`src/rtl/msm_pkg.sv`:
```
package msm_pkg;
  localparam int unsigned NUM_LINES = 4;
  localparam int unsigned LINE_CTS = 0;
  localparam int unsigned LINE_DSR = 1;
  localparam int unsigned LINE_RING = 2;
  localparam int unsigned LINE_CARRIER = 3;

  typedef enum logic {
    EDGE_ANY   = 1'b0,
    EDGE_TRAIL = 1'b1
  } edge_mode_e;
endpackage

```
`src/rtl/msm_sync.sv`:
```
module msm_sync #(
  parameter int unsigned WIDTH = 4,
  parameter int unsigned STAGES = 2,
  parameter logic [WIDTH-1:0] RST_VAL = '1
) (
  input  logic             clk,
  input  logic             rst_n,
  input  logic [WIDTH-1:0] din,
  output logic [WIDTH-1:0] dout
);
  logic [WIDTH-1:0] chain [STAGES];

  always_ff @(posedge clk or negedge rst_n) begin
    if (!rst_n) chain[0] <= RST_VAL;
    else        chain[0] <= din;
  end

  for (genvar k = 1; k < STAGES; k++) begin : g_stage
    always_ff @(posedge clk or negedge rst_n) begin
      if (!rst_n) chain[k] <= RST_VAL;
      else        chain[k] <= chain[k-1];
    end
  end

  assign dout = chain[STAGES-1];
endmodule

```
`src/rtl/msm_change_flag.sv`:
```
module msm_change_flag
  import msm_pkg::*;
#(
  parameter edge_mode_e MODE = EDGE_ANY
) (
  input  logic clk,
  input  logic rst_n,
  input  logic level_n,
  input  logic clr,
  output logic flag
);
  logic prev_n;
  logic hit;

  if (MODE == EDGE_ANY) begin : g_any
    assign hit = level_n ^ prev_n;
  end else begin : g_trail
    // pin leaves its low (asserted) level
    assign hit = level_n & ~prev_n;
  end

  always_ff @(posedge clk or negedge rst_n) begin
    if (!rst_n) begin
      prev_n <= 1'b1;
      flag   <= 1'b0;
    end else begin
      prev_n <= level_n;
      flag   <= hit | (flag & ~clr);
    end
  end
endmodule

```
`src/rtl/modem_status_monitor.sv`:
```
module modem_status_monitor
  import msm_pkg::*;
#(
  parameter int unsigned REG_W = 32,
  parameter int unsigned SYNC_STAGES = 2
) (
  input  logic             clk,
  input  logic             rst_n,
  input  logic             carrier_n,
  input  logic             ring_n,
  input  logic             dset_rdy_n,
  input  logic             clr_send_n,
  input  logic             rd_stb,
  output logic [REG_W-1:0] rd_data,
  input  logic             irq_en,
  output logic             irq
);
  localparam int unsigned STATUS_W = 2 * NUM_LINES;
  localparam int unsigned RSV_W = REG_W - STATUS_W;

  logic [NUM_LINES-1:0] pins_raw;
  logic [NUM_LINES-1:0] pins_sync;
  logic [NUM_LINES-1:0] flags;

  assign pins_raw[LINE_CARRIER] = carrier_n;
  assign pins_raw[LINE_RING]    = ring_n;
  assign pins_raw[LINE_DSR]     = dset_rdy_n;
  assign pins_raw[LINE_CTS]     = clr_send_n;

  msm_sync #(
    .WIDTH  (NUM_LINES),
    .STAGES (SYNC_STAGES),
    .RST_VAL({NUM_LINES{1'b1}})
  ) u_sync (
    .clk  (clk),
    .rst_n(rst_n),
    .din  (pins_raw),
    .dout (pins_sync)
  );

  for (genvar i = 0; i < NUM_LINES; i++) begin : g_line
    localparam edge_mode_e MODE = (i == LINE_RING) ? EDGE_TRAIL : EDGE_ANY;
    msm_change_flag #(.MODE(MODE)) u_flag (
      .clk    (clk),
      .rst_n  (rst_n),
      .level_n(pins_sync[i]),
      .clr    (rd_stb),
      .flag   (flags[i])
    );
  end

  assign rd_data = {{RSV_W{1'b0}}, ~pins_sync, flags};
  assign irq     = irq_en & (|flags);
endmodule

```
`config.mk`:
```
export PLATFORM = sky130hd
export DESIGN_NAME = modem_status_monitor
export DESIGN_NICKNAME = d
export VERILOG_FILES = /design/src/rtl/msm_pkg.sv /design/src/rtl/msm_sync.sv /design/src/rtl/msm_change_flag.sv /design/src/rtl/modem_status_monitor.sv
export SDC_FILE = /design/constraint.sdc
export NUM_CORES = 1
export LEC_CHECK = 0
export BUFFER_PORTS_ARGS = -buffer_cell sky130_fd_sc_hd__buf_2
export CORE_AREA = 4 4 42 51
export CTS_CLUSTER_DIAMETER = 60
export CTS_CLUSTER_SIZE = 10
export DETAILED_ROUTE_END_ITERATION = 12
export DIE_AREA = 0 0 46 55
export PLACE_DENSITY = 0.78
export SLEW_MARGIN = 20
export SYNTH_ARGS = -nofsm -noshare
export SYNTH_HDL_FRONTEND = slang
export SYNTH_SLANG_ARGS = --single-unit
```
`constraint.sdc`:
```
create_clock -name clk -period 2 [get_ports clk]
set_input_delay 0.5 -clock clk [delete_from_list [all_inputs] [get_ports clk]]
set_output_delay 0.5 -clock clk [all_outputs]
set_load 0.01 [all_outputs]
```
### Word level (Yosys, flattened, before mapping)

Index checks and enable logic that the tools add are counted.

* bitwise gates (word level): 16
* reduce and logical (&&, ||, !) cells: 1

Operator list (number)
* 1-bit AND: 6
* 4-bit inverter: 1
* 1-bit OR: 4
* 4-bit OR reduction: 1
* 1-bit bitwise XOR: 3
* 1-bit inverter: 2

* flip-flop bits (word level): 16
* output and inout bits: 33
* logic and storage cells: 27

### Depth between registers and ports, before layout

Gate-level depths: netlist of run 1.

* depth in word-level cells: 3
* mapped depth: 2
* gate-level depth less buffers: 2

### Modules after synthesis

Synthesis of run 1 repeated with hierarchy kept, for this count alone.

* cell total of the unflattened synthesis: 62
* area, all modules: 728.2 um2

Modules (own cells, without submodules)
* msm_sync: instances 1, cells each 12, area each 240.2 um2, sequential area each 210.2 um2
* modem_status_monitor: instances 1, cells each 30, area each 210.2 um2, sequential area each 0.0 um2
* msm_change_flag at g_line[0].u_flag ...: instances 3, cells each 5, area each 68.8 um2, sequential area each 51.3 um2
* msm_change_flag at g_line[2].u_flag: instances 1, cells each 5, area each 71.3 um2, sequential area each 51.3 um2

### Least setup slack after synthesis of run 1

No wires, ideal clock.

* path type: reg-to-output
* from: reg g_line[0].u_flag.flag
* to: out irq
* arrival: 0.821 ns
* setup slack: 0.679 ns
* stages on the path, launching flop included: 2
* buffers on the path: 0
* path through: dfrtp_1 > o41a_1

* word-level cells in the longest chain between the ends: 2

RTL lines
* start: declaration: line msm_change_flag.sv:10 `output logic flag`
* start signal: assignment: line msm_change_flag.sv:28 `flag <= hit | (flag & ~clr);`
* 4-bit OR reduction: line modem_status_monitor.sv:53 `assign irq = irq_en & (|flags);`
* 1-bit AND: line modem_status_monitor.sv:53
* end: declaration: line modem_status_monitor.sv:16 `output logic irq`

No other way between the ends.

### Final worst setup path of run 1

Ends and elaborated chain as after synthesis.

==> impl_metrics.yaml, run 1 <==
logic_synthesis:
  synth_top_cell_by_area: "dfstp_2"
  synth-edff-count: 0
  synth_area_um2: 718
  async_flop_share: 1.00
  synth.area.top_cells: "dfstp_2 (44%), buf_4 (29%), dfrtp_1 (14%)"
  yosys_warnings: 0
  ys_ff_latch: 16
  synthDistinctLibCells: 9
  ys_seq_area_frac: 0.578
  synth_most_common_cell: "buf_4"
  synthFlopType: "dfstp_2"
  synth_common_cells: "buf_4 (28), dfstp_2 (12), inv_1 (8)"
  yosysTopAreaCellShare: 0.439
  syn_area_per_cell_um2: 11.8
  synth_cells: 61
floorplan:
  pin_count: 41
  core_area_um2: 1640
  start_util: 0.438
  die_height_um: 55
  core.rowCount: 16
  fp.dieW_um: 46
  dieArea_um2: 2530
pwr:
  powerDensity_nw_per_um2: 875
  total_power_w: 0.000642
  peakVddDrop_uv: 446
  power_leakage_nw: 0.390
drt:
  first_pass_iters: 4
  viasPerCell: 3.78
  totalWireLength_um: 915
  via_count: 355
  wire_per_inst_um: 9.73
  drt_iter0_drc: 1
  drc: 0
  postRouteAntennaNets: 0
final_layout:
  drive_gt1_frac: 0.421
  final_cell_area_um2: 733
  nNetsFinal: 85
  area_delta_synth_final_pct: 2.09
  diodes: 0
cts:
  hold_buffers: 0
  cts_buffer_depth: 2
  clk_pin_slew_worst_paths_ps: 90
  cts_root_buffer: "clkbuf_4"
  cts-resized-gates: 0
  htree_levels: 1
  cts_buffers: 3
  cts_sinks: 16
  cts_setup_buffers: 0
  clock_latency_ps: 280
  cts_tree: "done"
timing:
  hold_viol_final: 0
  setup_tns_ps: 0
  fin_skew_ps: 0.762
  final_max_slew_viol_count: 0
  period_minus_slack_ps: 1740
  setup_viol: 0
  rsz0062_at_grt: "no"
  max_freq_mhz: 575
  timing.final.crit_share: 0.870
  worst_slack_ps: 260
worst_setup_path:
  cp.required_ps: 1500
  worst-path-max-fanout: 3
  cp.arrival_ps: 1240
  end_kind: "output pin"
  cp-start-kind: "flip-flop"
  path_class: "flip-flop to output pin"
global_route:
  gr-total-overflow: 0
  grt_max_degree: 17
  grt_pass1_wl_mm: 1.26
  antenna_found_initial: 0
  grt_pass1_vias: 311
  grt_use_total: 0.0730
place:
  post-place-ws_ps: 565
  portBuffers: 16
  hpwl_um: 751
  gp_congestion: 0.631
  dpl-instance-area_um2: 697
hold_path:
  hold_class: "primary input to async pin"
flow_run:
  maxCapViolCount: 0
status:
  status: "finished, final reports clean"
## final cells by class
type	count	area, µm²
multi-input cells	32	149
fillers	173	908
clock buffers	4	36.3
inverters	8	30.0
well taps	18	22.5
flip-flops and latches	16	415
repair buffers	16	80.1
## path summary, 6_finish.rpt
| check | from | endpoint | slack [ps] | depth (start not counted) |
|---|---|---|---|---|
| min in group clk | clr_send_n | u_sync.chain[4] | 310 | 1 |
| worst max register to register | u_sync.dout[1] | g_line[1].u_flag.flag | 1110 | 2 |
| worst min register to register | u_sync.chain[7] | u_sync.dout[3] | 360 | 0 |
| worst min-delay path | rst_n | g_line[2].u_flag.flag | 110 | 1 |
| max in group asynchronous | rst_n | u_sync.dout[3] | 1590 | 1 |
| worst max-delay path | g_line[0].u_flag.flag | irq | 260 | 2 |
## power breakdown
part / switching [W] / internal [W]
clock network: 0.0000935 / 0.000111
registers: 0.0000124 / 0.000354
logic: 0.0000477 / 0.0000228
## critical path, stage by stage, from the launching register on
cell	delay [ps]
dfrtp_1	400
o41a_1	420
buf_2	150
## metrics by stage
stage | hold WS [ps] | cells | util
2_1_floorplan | 204 | 84 | -
3_3_place_gp | 345 | 90 | 0.425
3_5_place_dp | 347 | 90 | 0.425
4_1_cts | 114 | 94 | 0.447
5_1_grt | 122 | 94 | 0.447
6_report | 112 | 94 | 0.447
## layer usage
layer	part of all wire	global-route usage	vias to the layer above
li1	-	-	161
met1	0.32	0.0723	173
met2	0.54	0.124	21
met3	0.13	0.0227	0
met4	0	0.0569	0
met5	0	0	-
## sequential cells by signal, indices dropped and copies added (netlist names)
| name | flops |
|---|---|
| g_line.u_flag.flag | 4 |
| g_line.u_flag.prev_n | 4 |
| u_sync.dout | 4 |
| u_sync.chain | 4 |
## cell families after synthesis
kind of cell,synth area share
buffers and inverters,0.334
DFF,0.578
AOI/OAI and AO/OA,0.0453
xor gates and xnor gates,0.0366
other,0.00522
## layout by cell type (no fill, tap or decap), drive strengths merged
master	count
o41a	1
clkbuf	4
conb	24
o22ai	1
xnor2	3
dfrtp	4
inv	8
buf	16
dfstp	12
o21ai	3
(Power assumes the default switching activity.)
==> run 2, diff against run 1 <==
--- a/config.mk
+++ b/config.mk
@@ -11,7 +11,7 @@
 export CTS_CLUSTER_SIZE = 10
 export DETAILED_ROUTE_END_ITERATION = 12
 export DIE_AREA = 0 0 46 55
-export PLACE_DENSITY = 0.78
+export PLACE_DENSITY_LB_ADDON = 0.25
 export SLEW_MARGIN = 20
 export SYNTH_ARGS = -nofsm -noshare
 export SYNTH_HDL_FRONTEND = slang
==> impl_metrics.yaml, run 2 (synthesis gave the netlist of run 1 again) <==
status:
  status: "finished, final reports clean"
timing:
  fin_skew_ps: 6.12
  period_minus_slack_ps: 1720
  setup_tns_ps: 0
  rsz0062_at_grt: "no"
  final_max_slew_viol_count: 0
  setup_viol: 0
  timing.final.crit_share: 0.862
  whs_ps: 110
  hold_viol_final: 0
  max_freq_mhz: 580
worst_setup_path:
  cp.arrival_ps: 1220
  worst-path-max-fanout: 3
  path_class: "flip-flop to output pin"
  ff2ff_setup_slack_ps: 1110
  cp.required_ps: 1500
  cpMaxStageDelayCell: "o41a_1"
  max_stage_delay_ps: 410
  rr_worst_depth: 2
  cp-start-kind: "flip-flop"
  end_kind: "output pin"
  crit_chain: "o41a_1 > buf_2"
final_layout:
  diodes: 0
  area_delta_synth_final_pct: 0.697
  multiInputGateArea_um2: 149
  nNetsFinal: 85
  final_common_cell: "conb_1"
  drive_gt1_frac: 0.408
  layout_common_cells: "conb_1 (24), buf_2 (16), dfstp_2 (12), inv_1 (8), dfrtp_1 (4)"
  regArea_um2: 415
  nFillCells: 173
  final_util: 0.441
cts:
  clk_pin_slew_worst_paths_ps: 80
  cts-resized-gates: 0
  cts_setup_buffers: 0
  cts_tree: "done"
  hold_buffers: 0
  cts_buffers: 3
  cts_root_buffer: "clkbuf_4"
  htree_levels: 1
  cts_buffer_depth: 2
  cts_sinks: 16
  clock_latency_ps: 270
place:
  gp_congestion: 0.645
  hpwl_um: 711
  portBuffers: 16
global_route:
  antenna_found_initial: 0
  grt_pass1_wl_mm: 1.26
  grt_max_degree: 17
  gr-total-overflow: 0
  grt_pass1_vias: 307
  grt_use_total: 0.0720
hold_path:
  hold_class: "primary input to async pin"
floorplan:
  dieArea_um2: 2530
  pin_count: 41
  core.rowCount: 16
  fp.dieW_um: 46
  start_util: 0.438
  core_area_um2: 1640
  die_height_um: 55
drt:
  drc: 0
  first_pass_iters: 4
  wire_per_inst_um: 9.04
  postRouteAntennaNets: 0
  via_count: 343
  totalWireLength_um: 850
  viasPerCell: 3.65
  drt_iter0_drc: 1
flow_run:
  maxCapViolCount: 0
pwr:
  power_leakage_nw: 0.384
  powerDensity_nw_per_um2: 828
  peakVddDrop_uv: 421
## run 2: worst paths after layout
| kind | end | startpoint |
|---|---|---|
| hold / removal | g_line[0].u_flag.flag | rst_n |
| max in group asynchronous | u_sync.dout[2] | rst_n |
| setup reg to reg | g_line[1].u_flag.flag | u_sync.dout[1] |
| min in group clk | u_sync.chain[5] | dset_rdy_n |
| hold reg to reg | u_sync.dout[3] | u_sync.chain[7] |
| setup / recovery | irq | g_line[0].u_flag.flag |
## run 2: cell type report
class | count | area share
sequential | 16 | 0.574
multi-input combinational | 32 | 0.206
timing repair buffer | 16 | 0.111
inverter | 8 | 0.0415
clock buffer | 4 | 0.0363
tap | 18 | 0.0311
## run 2: metal layers
layer,up-vias,part of all wire,GRT usage
met3,0,0.14,0.0227
met2,23,0.51,0.103
li1,163,-,-
met4,0,0,0.0569
met5,-,0,0
met1,157,0.34,0.0876
## run 2: metrics by stage
step / std cells / area (µm²) / total power, W / worst slack, ps
floorplan: 84 / 805 / 0.000458 / 679
global placement: 90 / 697 / 0.000440 / 595
detailed placement: 90 / 697 / 0.000443 / 576
CTS: 94 / 723 / 0.000615 / 246
global route: 94 / 723 / 0.000644 / 209
finish: 94 / 723 / 0.000599 / 276
## run 2: worst max-delay path: cells and delay by family, from the launching register on
| family | cells | cell delay (ps) |
|---|---|---|
| AO/OA/AOI/OAI | 1 | 410 |
| flip-flops | 1 | 400 |
| buffers and inverters | 1 | 140 |
## run 2: report_power, final
group / switching, W / internal (W) / total [W]
clock network: 0.0000854 / 0.0000772 / 0.000163
logic: 0.0000467 / 0.0000228 / 0.0000695
registers: 0.0000124 / 0.000354 / 0.000367
total: 0.000144 / 0.000454 / 0.000599
